[src/rtl/alu8.sv]
module alu8 #(
  parameter int W  = 8,
  parameter int IW = 4
) (
  input  logic [3:0]    op,
  input  logic [W-1:0]  a,
  input  logic [W-1:0]  b,
  input  logic [IW-1:0] imm,
  output logic [W-1:0]  res,
  output logic          z,
  output logic          s,
  output logic          v
);
  localparam int SW = $clog2(W);

  localparam logic [3:0] OP_PASS = 4'd0, OP_ADD = 4'd1, OP_SUB = 4'd2,
                         OP_OR   = 4'd3, OP_AND = 4'd4, OP_NOT = 4'd5,
                         OP_XOR  = 4'd6, OP_NEG = 4'd7, OP_INC = 4'd8,
                         OP_SHL  = 4'd9, OP_SHR = 4'd10, OP_SAR = 4'd11,
                         OP_MUL  = 4'd12;

  logic [W-1:0]   imm_x, addend, sum;
  logic           sub_mode;
  logic [W-1:0]   lhs;
  logic           amt_neg, amt_big;
  logic [SW-1:0]  amt;
  logic [W-1:0]   shl_r, shr_r, sar_r;
  logic [2*W-1:0] prod;
  logic           arith;

  assign imm_x    = {{(W-IW){imm[IW-1]}}, imm};
  assign sub_mode = (op == OP_SUB) || (op == OP_NEG);
  assign lhs      = (op == OP_NEG) ? '0 : a;
  assign addend   = (op == OP_NEG) ? ~a : (op == OP_SUB) ? ~b :
                    (op == OP_INC) ? imm_x : b;
  assign sum      = lhs + addend + {{(W-1){1'b0}}, sub_mode};
  assign arith    = (op == OP_ADD) || (op == OP_SUB) || (op == OP_NEG) || (op == OP_INC);

  assign amt_neg = b[W-1];
  assign amt_big = |b[W-2:SW];
  assign amt     = b[SW-1:0];
  assign shl_r   = amt_neg ? a : amt_big ? '0 : (a << amt);
  assign shr_r   = amt_neg ? a : amt_big ? '0 : (a >> amt);
  assign sar_r   = amt_neg ? a : amt_big ? {W{a[W-1]}} : W'($signed(a) >>> amt);
  assign prod    = a * b;

  always_comb begin
    case (op)
      OP_ADD, OP_SUB, OP_NEG, OP_INC: res = sum;
      OP_OR:  res = a | b;
      OP_AND: res = a & b;
      OP_NOT: res = ~a;
      OP_XOR: res = a ^ b;
      OP_SHL: res = shl_r;
      OP_SHR: res = shr_r;
      OP_SAR: res = sar_r;
      OP_MUL: res = prod[W-1:0];
      default: res = a;
    endcase
  end

  assign v = arith && (lhs[W-1] == addend[W-1]) && (sum[W-1] != lhs[W-1]);
  assign z = (res == '0);
  assign s = res[W-1];

  always_comb begin
    if (op == OP_ADD) p_add_inverse_r1: assert (W'(res - b) == a);
    if (op == OP_SUB) p_sub_inverse_r1: assert (W'(res + b) == a);
    if (op == OP_NOT) p_not_complement_r2: assert ((res ^ a) == {W{1'b1}});
    if (op == OP_XOR) p_xor_inverse_r2: assert ((res ^ b) == a);
    if (op == OP_NEG) p_neg_sum_zero_r3: assert (W'(res + a) == '0);
    if (op == OP_SHL && !b[W-1] && b >= W) p_shl_big_r5: assert (res == '0);
    if ((op == OP_SHL || op == OP_SHR || op == OP_SAR) && b[W-1])
      p_negamt_keep_r7: assert (res == a);
    if (!arith) p_no_overflow_r10: assert (!v);
    if (op == OP_PASS || op > OP_MUL) p_pass_r11: assert (res == a);
  end
endmodule

[config.mk]
export PLATFORM = sky130hd
export DESIGN_NAME = alu8
export DESIGN_NICKNAME = d
export VERILOG_FILES = /design/src/rtl/alu8.sv
export SDC_FILE = /design/constraint.sdc
export NUM_CORES = 1
export LEC_CHECK = 0
export BUFFER_PORTS_ARGS = -buffer_cell sky130_fd_sc_hd__clkbuf_2
export CAP_MARGIN = 15
export CORE_UTILIZATION = 60
export DETAILED_ROUTE_END_ITERATION = 8
export PLACE_DENSITY = 0.91
export REMOVE_ABC_BUFFERS = 1
export SLEW_MARGIN = 20
export SYNTH_ARGS = -nofsm -noshare
export SYNTH_HDL_FRONTEND = slang
export SYNTH_SLANG_ARGS = --single-unit
[constraint.sdc]
create_clock -name vclk -period 7.2
set_input_delay 0.72 -clock vclk [all_inputs]
set_output_delay 0.72 -clock vclk [all_outputs]
set_load 0.1 [all_outputs]
==> parameters.txt, run 1 <==
Parameter                              Value

Run status
  Run status    completed

Die
  Cell Rows    26
  Ports placed on the boundary    35
  Vertical die dimension    76.1 um
  Horizontal extent of the die    76.1 um
  Die Outline Area    about 5800 um2
  Initial Utilization    0.633
  Core Region    5200 um2

Timing
  Setup Viol. Count Final    0
  Maximum clock rate    approximately 160 MHz
  Transition time of the tightest slew-check pin    ~0.63 ns
  Number of hold-slack violations in the final timing report    0
  Slew Limit Headroom    0.578
  Post-route fraction of the period consumed by the critical path    0.869
  Max Slew Vio Count    0
  Sum Neg Setup Slack    0 ns
  RSZ-0062 raised after global routing    no
  Min Tclk post-route    6.26 ns

Synth
  Mean post-synth cell area    between 6 and 7 um2
  Top cell type's share of synthesized area    0.148
  Top post-synthesis cells by count    sky130_fd_sc_hd__nor2_1, sky130_fd_sc_hd__nand2_1, sky130_fd_sc_hd__inv_1
  Ranking of synthesized cells by area    sky130_fd_sc_hd__ha_1, sky130_fd_sc_hd__fa_1, sky130_fd_sc_hd__mux2i_1, sky130_fd_sc_hd__nor2_1, sky130_fd_sc_hd__a21oi_1
  Count of synthesis-stage warnings from yosys    0
  Most common cell in the netlist    sky130_fd_sc_hd__nor2_1
  Fraction of the yosys area taken by sequential cells    0
  Post-synthesis instance area    3290 um2
  Post-synth top area cell    sky130_fd_sc_hd__ha_1
  Post-synthesis instance total    ~480
  Unique masters post-synth    between 70 and 80

Cells and area
  P&R area growth vs syn    3.27%
  Clk_buf instances    0
  Post-route insts no fill    between 500 and 600
  Final #Nets    about 560
  Footprint of the flip-flops and latches    0 um2
  Ant diodes    0
  Flip-flop and latch count    0
  Share of final-layout standard cells stronger than drive strength 1    0.114

Drt
  Via density per instance    about 7.0
  Met3 WL    approximately 1400 um
  Highest layer used for signal routing    met4
  Length of routed wiring on met1    4460 um
  Met2 Routed Length    5280 um
  Initial DRT Pass Iterations    5
  Average wire length per cell after detail routing    21.4 um
  Detailed Route Iter0 Violations    530
  DRC violation count after routing    0
  Final wirelength    ~12,000 um
  Count of vias placed by the detailed router    3,868
  Post-route ant nets    0

Power and ir drop
  Static power due to leakage    1.57 nW
  Power Density    123 nW/um2
  Maximum vdd drop    0.0877 mV

Placed design
  Post-detail-place hpwl    roughly 9000 um
  Placed Cells incl. Taps    ~550
  Final estimated routing congestion in global placement    0.985
  Count of buffers from port buffering    35

Min path
  Hold Path Class    input pin to output pin
  Hold Crit Start    a[5]

GRT
  Maximum number of pins on one net before global-route repair    29
  Global-route wire length before repair    18,800 um
  Remaining global-route overflow    0
  Vias in the first global route    3,662
  Total routing resource utilization after global routing    0.408
  Number of antenna violations at the first check in global routing    0

Worst setup path
  Max FO, Critical Path    17
  Startpoint types    input pin
  Worst path cell trace    clkbuf_2 > inv_1 > nor2_1 > fa_1 > ha_1 > fa_1 > inv_1 > fa_1 > inv_1 > ha_1 > and3b_1 > o31ai_1 > a22oi_1 > o211a_1 > a21oi_1 > a2111o_1 > nor4_2 > clkbuf_2
  Setup crit start    b[2]
  CP max stage delay    0.54 ns
  Worst Path Class, Setup    input pin to output pin
  Worst Setup End Kind    output pin
  Data required, critical path    between 6 and 7 ns
  Worst endpoint data arrival time    5.54 ns
  Standard cell with the maximum stage delay on the critical path    sky130_fd_sc_hd__fa_1

Clock network
  Number of buffers inserted by post-CTS setup repair    0
  CTS Hold Buffers Added    0
  Number of gates resized after cts    0

Flow run
  Reported max-cap violation count    0
## cell usage in the layout (no fill, tap or decap), drive strengths merged, types with 14 or more instances in the layout
cell and n:
xnor2 17, clkbuf 35, nand2 48, a21oi 37, o21ai 29, nor2 51, ha 39, mux2i 20
fa 14, inv 47
## cells by family (layout without fill, tap and decap cells)
family	Yosys count	count (layout)	share of synthesized area
adders and majority gates	53	53	0.233
muxes	24	24	0.0779
and+or+nand+nor	162	162	0.246
AOI/OAI and AO/OA	135	135	0.275
xor gates and xnor gates	22	22	0.0608
buffers and inverters	83	86	0.107
## worst max-delay path, delay by kind of cell
kind                       cells  cell delay [ns]
AOI/OAI and AO/OA              5             0.87
adders and majority gates      5             2.14
buffers and inverters          5             1.29
and+or+nand+nor                3             0.51
## per-stage QoR
step	hold slack (ns)	utilization	setup WS (ns)	instance area, um2	total power, W
after floorplan	1.88	-	-1.70	3120	0.000298
after global placement	2.30	0.654	1.02	3400	0.000401
after detailed placement	2.30	0.654	0.987	3400	0.000407
after CTS	2.31	0.654	0.983	3400	0.000409
after global routing	2.34	0.654	0.706	3400	0.000448
final	2.35	0.654	0.942	3400	0.000419
## area by class of cell
class              instances  area, um2
well taps                 70       87.6
inverters                 49        184
fillers                  491       1800
repair buffers            37        190
multi-input cells        396       2940
## power breakdown
group | internal (W) | switching (W)
sequential | 0 | 0
combinational | 0.000136 | 0.000283
clock | 0 | 0
## worst paths after layout
path              slack [ns]      to  cells past startpoint
setup / recovery        0.94       z                     18
hold / removal          2.35  res[5]                      4
## routing by layer
| layer | up-vias | global-route usage |
|---|---|---|
| met1 | 1800 | 0.526 |
| met4 | 0 | 0.192 |
| met3 | 55 | 0.0659 |
| met2 | 303 | 0.665 |
| li1 | 1710 | - |
| met5 | - | 0 |
Note: power is estimated with default switching activity, not from simulation.
==> inputs of run 2 (changes only) <==
==> constraint.sdc (replaced) <==
create_clock -name vclk -period 7.83
set_input_delay 0.783 -clock vclk [all_inputs]
set_output_delay 0.783 -clock vclk [all_outputs]
set_load 0.1 [all_outputs]
==> parameters.txt, run 2 (synthesized netlist as in run 1, its figures left out) <==
Parameter                              Value

Placed design
  Placed Cells incl. Taps    551 (-0.18%)
  Post-detail-place hpwl    8940 um (about the same)
  Count of buffers from port buffering    35 (unchanged)
  Final estimated routing congestion in global placement    0.992 (+0.68%)

Worst setup path
  Worst path cell trace    clkbuf_2 > inv_1 > nor2_1 > ha_1 > ha_1 > inv_1 > fa_1 > inv_1 > ha_1 > inv_1 > fa_1 > nor2_1 > a21oi_1 > o22ai_1 > or4_1 > a2111o_1 > nor4_2 > clkbuf_2
  Worst Path Class, Setup    input pin to output pin
  Crit-path leading delay family    adder cells
  Most Frequent Cell on Critical Path    sky130_fd_sc_hd__inv_1
  Max FO, Critical Path    25 (+8)
  Worst Setup End Kind    output pin
  Standard cell with the maximum stage delay on the critical path    sky130_fd_sc_hd__fa_1
  WP buf/inv    6 (+1)
  Data required, critical path    7.05 ns (+0.57 ns)
  Startpoint types    input pin
  Worst endpoint data arrival time    5.65 ns (+0.11 ns)
  CP max stage delay    0.55 ns (about the same)

Cells and area
  Post-route insts no fill    551 (-0.18%)
  Most common cell after layout, fill and taps aside    sky130_fd_sc_hd__nor2_1
  Share of final-layout standard cells stronger than drive strength 1    0.112 (-0.00184)
  Ant diodes    0 (unchanged)
  P&R area growth vs syn    3.04%
  Footprint of the flip-flops and latches    0 um2 (unchanged)
  Clk_buf instances    0 (unchanged)
  Final #Nets    560 (-0.18%)
  Flip-flop and latch count    0 (unchanged)
  Most frequent cells in the layout    sky130_fd_sc_hd__nor2_1, sky130_fd_sc_hd__nand2_1, sky130_fd_sc_hd__inv_1, sky130_fd_sc_hd__ha_1, sky130_fd_sc_hd__a21oi_1

Drt
  Initial DRT Pass Iterations    5 (unchanged)
  Detailed Route Iter0 Violations    453 (-15%)
  Via density per instance    6.83 (-2.6%)
  Final wirelength    11,600 um (-1.9%)
  Count of vias placed by the detailed router    3,762 (-2.7%)
  DRC violation count after routing    0 (unchanged)
  Post-route ant nets    0 (unchanged)
  Average wire length per cell after detail routing    21.0 um (-1.8%)

Die
  Vertical die dimension    76.1 um (unchanged)
  Cell Rows    26 (unchanged)
  Initial Utilization    0.633 (unchanged)
  Horizontal extent of the die    76.1 um (unchanged)
  Core Region    5200 um2 (unchanged)
  Die Outline Area    5790 um2 (unchanged)
  Ports placed on the boundary    35 (unchanged)

Min path
  Hold Path Class    input pin to output pin

Timing
  Sum Neg Setup Slack    0 ns (unchanged)
  Max Slew Vio Count    0 (unchanged)
  Number of hold-slack violations in the final timing report    0 (unchanged)
  Maximum clock rate    155 MHz
  Slew Limit Headroom    0.543 (-0.0341)
  Transition time of the tightest slew-check pin    0.684 ns (+0.0572 ns)
  Setup Viol. Count Final    0 (unchanged)
  Min Tclk post-route    between 6 and 7 ns
  Post-route fraction of the period consumed by the critical path    0.822
  RSZ-0062 raised after global routing    no

Power and ir drop
  Static power due to leakage    1.56 nW (-0.34%)
  Total power    0.000382 W (-8.8%)
  Maximum vdd drop    0.0768 mV (-12%)
  Power Density    112 nW/um2 (-8.6%)

GRT
  Number of antenna violations at the first check in global routing    0 (unchanged)
  Global-route wire length before repair    18,200 um (-3.1%)
  Vias in the first global route    3,558 (-2.8%)
  Total routing resource utilization after global routing    0.396 (-0.0123)
  Remaining global-route overflow    0 (unchanged)
  Maximum number of pins on one net before global-route repair    29 (unchanged)

Clock network
  Number of buffers inserted by post-CTS setup repair    0 (unchanged)
  CTS Hold Buffers Added    0 (unchanged)
  Number of gates resized after cts    0 (unchanged)

Run status
  Run status    completed

Flow run
  Reported max-cap violation count    0 (unchanged)
==> run 2: cell count changes in the layout (fill, tap and decap cells not counted) <==
cell	previous run	this run
sky130_fd_sc_hd__buf_4	2	1
==> run 2: per-stage QoR <==
step	hold WS, ns	util	worst slack [ns]	area [um2]
floorplan	2.00	-	-1.20	3120
global placement	2.44	0.652	1.51	3390
detailed placement	2.44	0.652	1.47	3390
CTS	2.44	0.652	1.46	3390
global route	2.48	0.652	1.19	3390
finish	2.45	0.652	1.40	3390
==> run 2: routing by layer <==
layer	track usage	routed length, um	vias to the layer above
met3	0.0539	1370	56
met2	0.641	5100	280
met5	0	0	-
li1	-	-	1711
met1	0.509	4450	1715
met4	0.210	647	0
==> run 2: final timing paths <==
kind | cells after the start | endpoint | slack [ns] | start
min | 4 | res[1] | 2.45 | a[1]
max | 18 | z | 1.40 | b[0]
==> run 2: report_power, final <==
| group | leakage (nW) | internal, W | switching [W] |
|---|---|---|---|
| Combinational | 1.56 | 0.000124 | 0.000258 |
| Sequential | 0 | 0 | 0 |
| Clock | 0 | 0 | 0 |
==> run 2: layout make-up <==
type / count / area (um2)
inverters: 49 / 184
repair buffers: 36 / 183
multi-input cells: 396 / 2940
fillers: 481 / 1810
well taps: 70 / 87.6
==> inputs of run 3 (changes only) <==
==> constraint.sdc (replaced) <==
create_clock -name vclk -period 6
set_input_delay 0.6 -clock vclk [all_inputs]
set_output_delay 0.6 -clock vclk [all_outputs]
set_load 0.1 [all_outputs]
==> parameters.txt, run 3 (synthesized netlist as in run 1, its figures left out) <==
Parameter                              Value

Min path
  Worst hold stages    6 (+2)
  Hold Crit Start    a[4]
  Hold Path Class    input pin to output pin

Worst setup path
  Standard cell with the maximum stage delay on the critical path    sky130_fd_sc_hd__fa_1
  Startpoint types    input pin
  Most Frequent Cell on Critical Path    sky130_fd_sc_hd__fa_1
  Worst Path Class, Setup    input pin to output pin
  WP buf/inv    5 (-1)
  CP max stage delay    0.53 ns (-0.02 ns)
  Setup crit start    a[3]
  Worst endpoint data arrival time    5.01 ns (-0.64 ns)
  Critical Path End    s
  Worst path cell trace    clkbuf_2 > nand2_1 > fa_1 > fa_1 > inv_1 > fa_1 > inv_1 > fa_1 > inv_1 > ha_1 > a21oi_1 > xnor2_1 > xnor2_1 > a31oi_1 > a32oi_1 > clkbuf_2
  Max FO, Critical Path    11 (-56%)
  Crit-path leading delay family    adder cells
  Number of gates on the worst path with buffers counted    16 (-2)
  Data required, critical path    5.40 ns (-1.65 ns)
  Worst Setup End Kind    output pin

Run status
  Run status    completed

Clock network
  CTS Hold Buffers Added    0 (unchanged)
  Number of buffers inserted by post-CTS setup repair    0 (unchanged)
  Number of gates resized after cts    0 (unchanged)

Drt
  DRC violation count after routing    0 (unchanged)
  Length of routed wiring on met1    4490 um (+0.79%)
  Average wire length per cell after detail routing    20.9 um (-0.54%)
  Via density per instance    7.03 (+3.0%)
  Post-route ant nets    0 (unchanged)
  Met3 WL    1560 um (+14%)
  Detailed Route Iter0 Violations    537 (+19%)
  Count of vias placed by the detailed router    3,993 (+6.1%)
  Initial DRT Pass Iterations    6 (+1)
  Final wirelength    11,900 um (+2.5%)
  Met2 Routed Length    5180 um (+1.6%)
  Highest layer used for signal routing    met4

GRT
  Remaining global-route overflow    0 (unchanged)
  Number of antenna violations at the first check in global routing    0 (unchanged)
  Global-route wire length before repair    19,000 um (+4.2%)
  Vias in the first global route    3,759 (+5.6%)
  Maximum number of pins on one net before global-route repair    23 (-21%)
  Total routing resource utilization after global routing    0.405 (+0.00893)

Placed design
  Count of buffers from port buffering    35 (unchanged)
  Final estimated routing congestion in global placement    1.08 (+8.5%)
  Placed Cells incl. Taps    568 (+3.1%)
  Post-detail-place hpwl    9180 um (+2.7%)

Cells and area
  Flip-flop and latch count    0 (unchanged)
  Final #Nets    577 (+3.0%)
  Ant diodes    0 (unchanged)
  Most frequent cells in the layout    sky130_fd_sc_hd__nor2_1, sky130_fd_sc_hd__nand2_1, sky130_fd_sc_hd__inv_1, sky130_fd_sc_hd__ha_1, sky130_fd_sc_hd__a21oi_1
  Post-route insts no fill    568 (+3.1%)
  Footprint of the flip-flops and latches    0 um2 (unchanged)
  Clk_buf instances    0 (unchanged)
  Share of final-layout standard cells stronger than drive strength 1    0.143 (+0.0303)
  P&R area growth vs syn    7.37%
  Fillers    482 (+0.21%)
  Most common cell after layout, fill and taps aside    sky130_fd_sc_hd__nor2_1

Power and ir drop
  Power Density    145 nW/um2 (+29%)
  Static power due to leakage    1.65 nW (+5.5%)
  Total power    0.000513 W (+34%)
  Maximum vdd drop    0.140 mV (+83%)

Timing
  Min Tclk post-route    ~5.6 ns
  Setup Viol. Count Final    0 (unchanged)
  Transition time of the tightest slew-check pin    0.625 ns (-0.0595 ns)
  RSZ-0062 raised after global routing    no
  Max Slew Vio Count    0 (unchanged)
  Post-route fraction of the period consumed by the critical path    0.935
  Slew Limit Headroom    0.579 (+0.0356)
  Maximum clock rate    between 150 and 200 MHz
  Number of hold-slack violations in the final timing report    0 (unchanged)

Die
  Core Region    5200 um2 (unchanged)
  Initial Utilization    0.633 (unchanged)
  Vertical die dimension    76.1 um (unchanged)
  Ports placed on the boundary    35 (unchanged)
  Horizontal extent of the die    76.1 um (unchanged)
  Cell Rows    26 (unchanged)
  Die Outline Area    5790 um2 (unchanged)

Flow run
  Reported max-cap violation count    0 (unchanged)
[run 3: cell types whose count changed in the layout (fill, tap and decap cells not counted)]
cell / delta
sky130_fd_sc_hd__buf_12: +1
sky130_fd_sc_hd__clkbuf_2: -1
sky130_fd_sc_hd__buf_4: +17
[run 3: report_power, final]
part / internal, W / switching (W) / leakage, nW / total (W)
clock: 0 / 0 / 0 / 0
sequential: 0 / 0 / 0 / 0
combinational: 0.000170 / 0.000342 / 1.65 / 0.000513
[run 3: stage by stage]
stage / hold slack (ns) / util / setup slack (ns) / setup TNS (ns) / instance area [um2]
2_1_floorplan: 1.64 / - / -2.66 / -5.42 / 3120
3_3_place_gp: 2.01 / 0.680 / 0.554 / 0 / 3540
3_5_place_dp: 2.03 / 0.680 / 0.486 / 0 / 3540
4_1_cts: 2.03 / 0.680 / 0.470 / 0 / 3540
5_1_grt: 2.11 / 0.680 / 0.230 / 0 / 3540
6_report: 2.04 / 0.680 / 0.388 / 0 / 3540
[run 3: per-layer routing]
layer,up-vias,track usage
met2,335,0.653
met1,1840,0.519
met5,-,0
met4,0,0.187
li1,1741,-
met3,77,0.0790
[run 3: how the worst min path moves through the flow]
stage / slack, ns / end
2_1_floorplan: 1.64 / z
3_3_place_gp: 2.01 / z
3_5_place_dp: 2.03 / z
4_1_cts: 2.03 / z
5_1_grt: 2.11 / z
6_report: 2.04 / z
[run 3: layout make-up]
type | count | area, um2 | area share
Inverter | 49 | 184 | 0.0520
Multi-Input combinational cell | 396 | 2940 | 0.831
Tap cell | 70 | 87.6 | 0.0248
Timing Repair Buffer | 53 | 325 | 0.0920
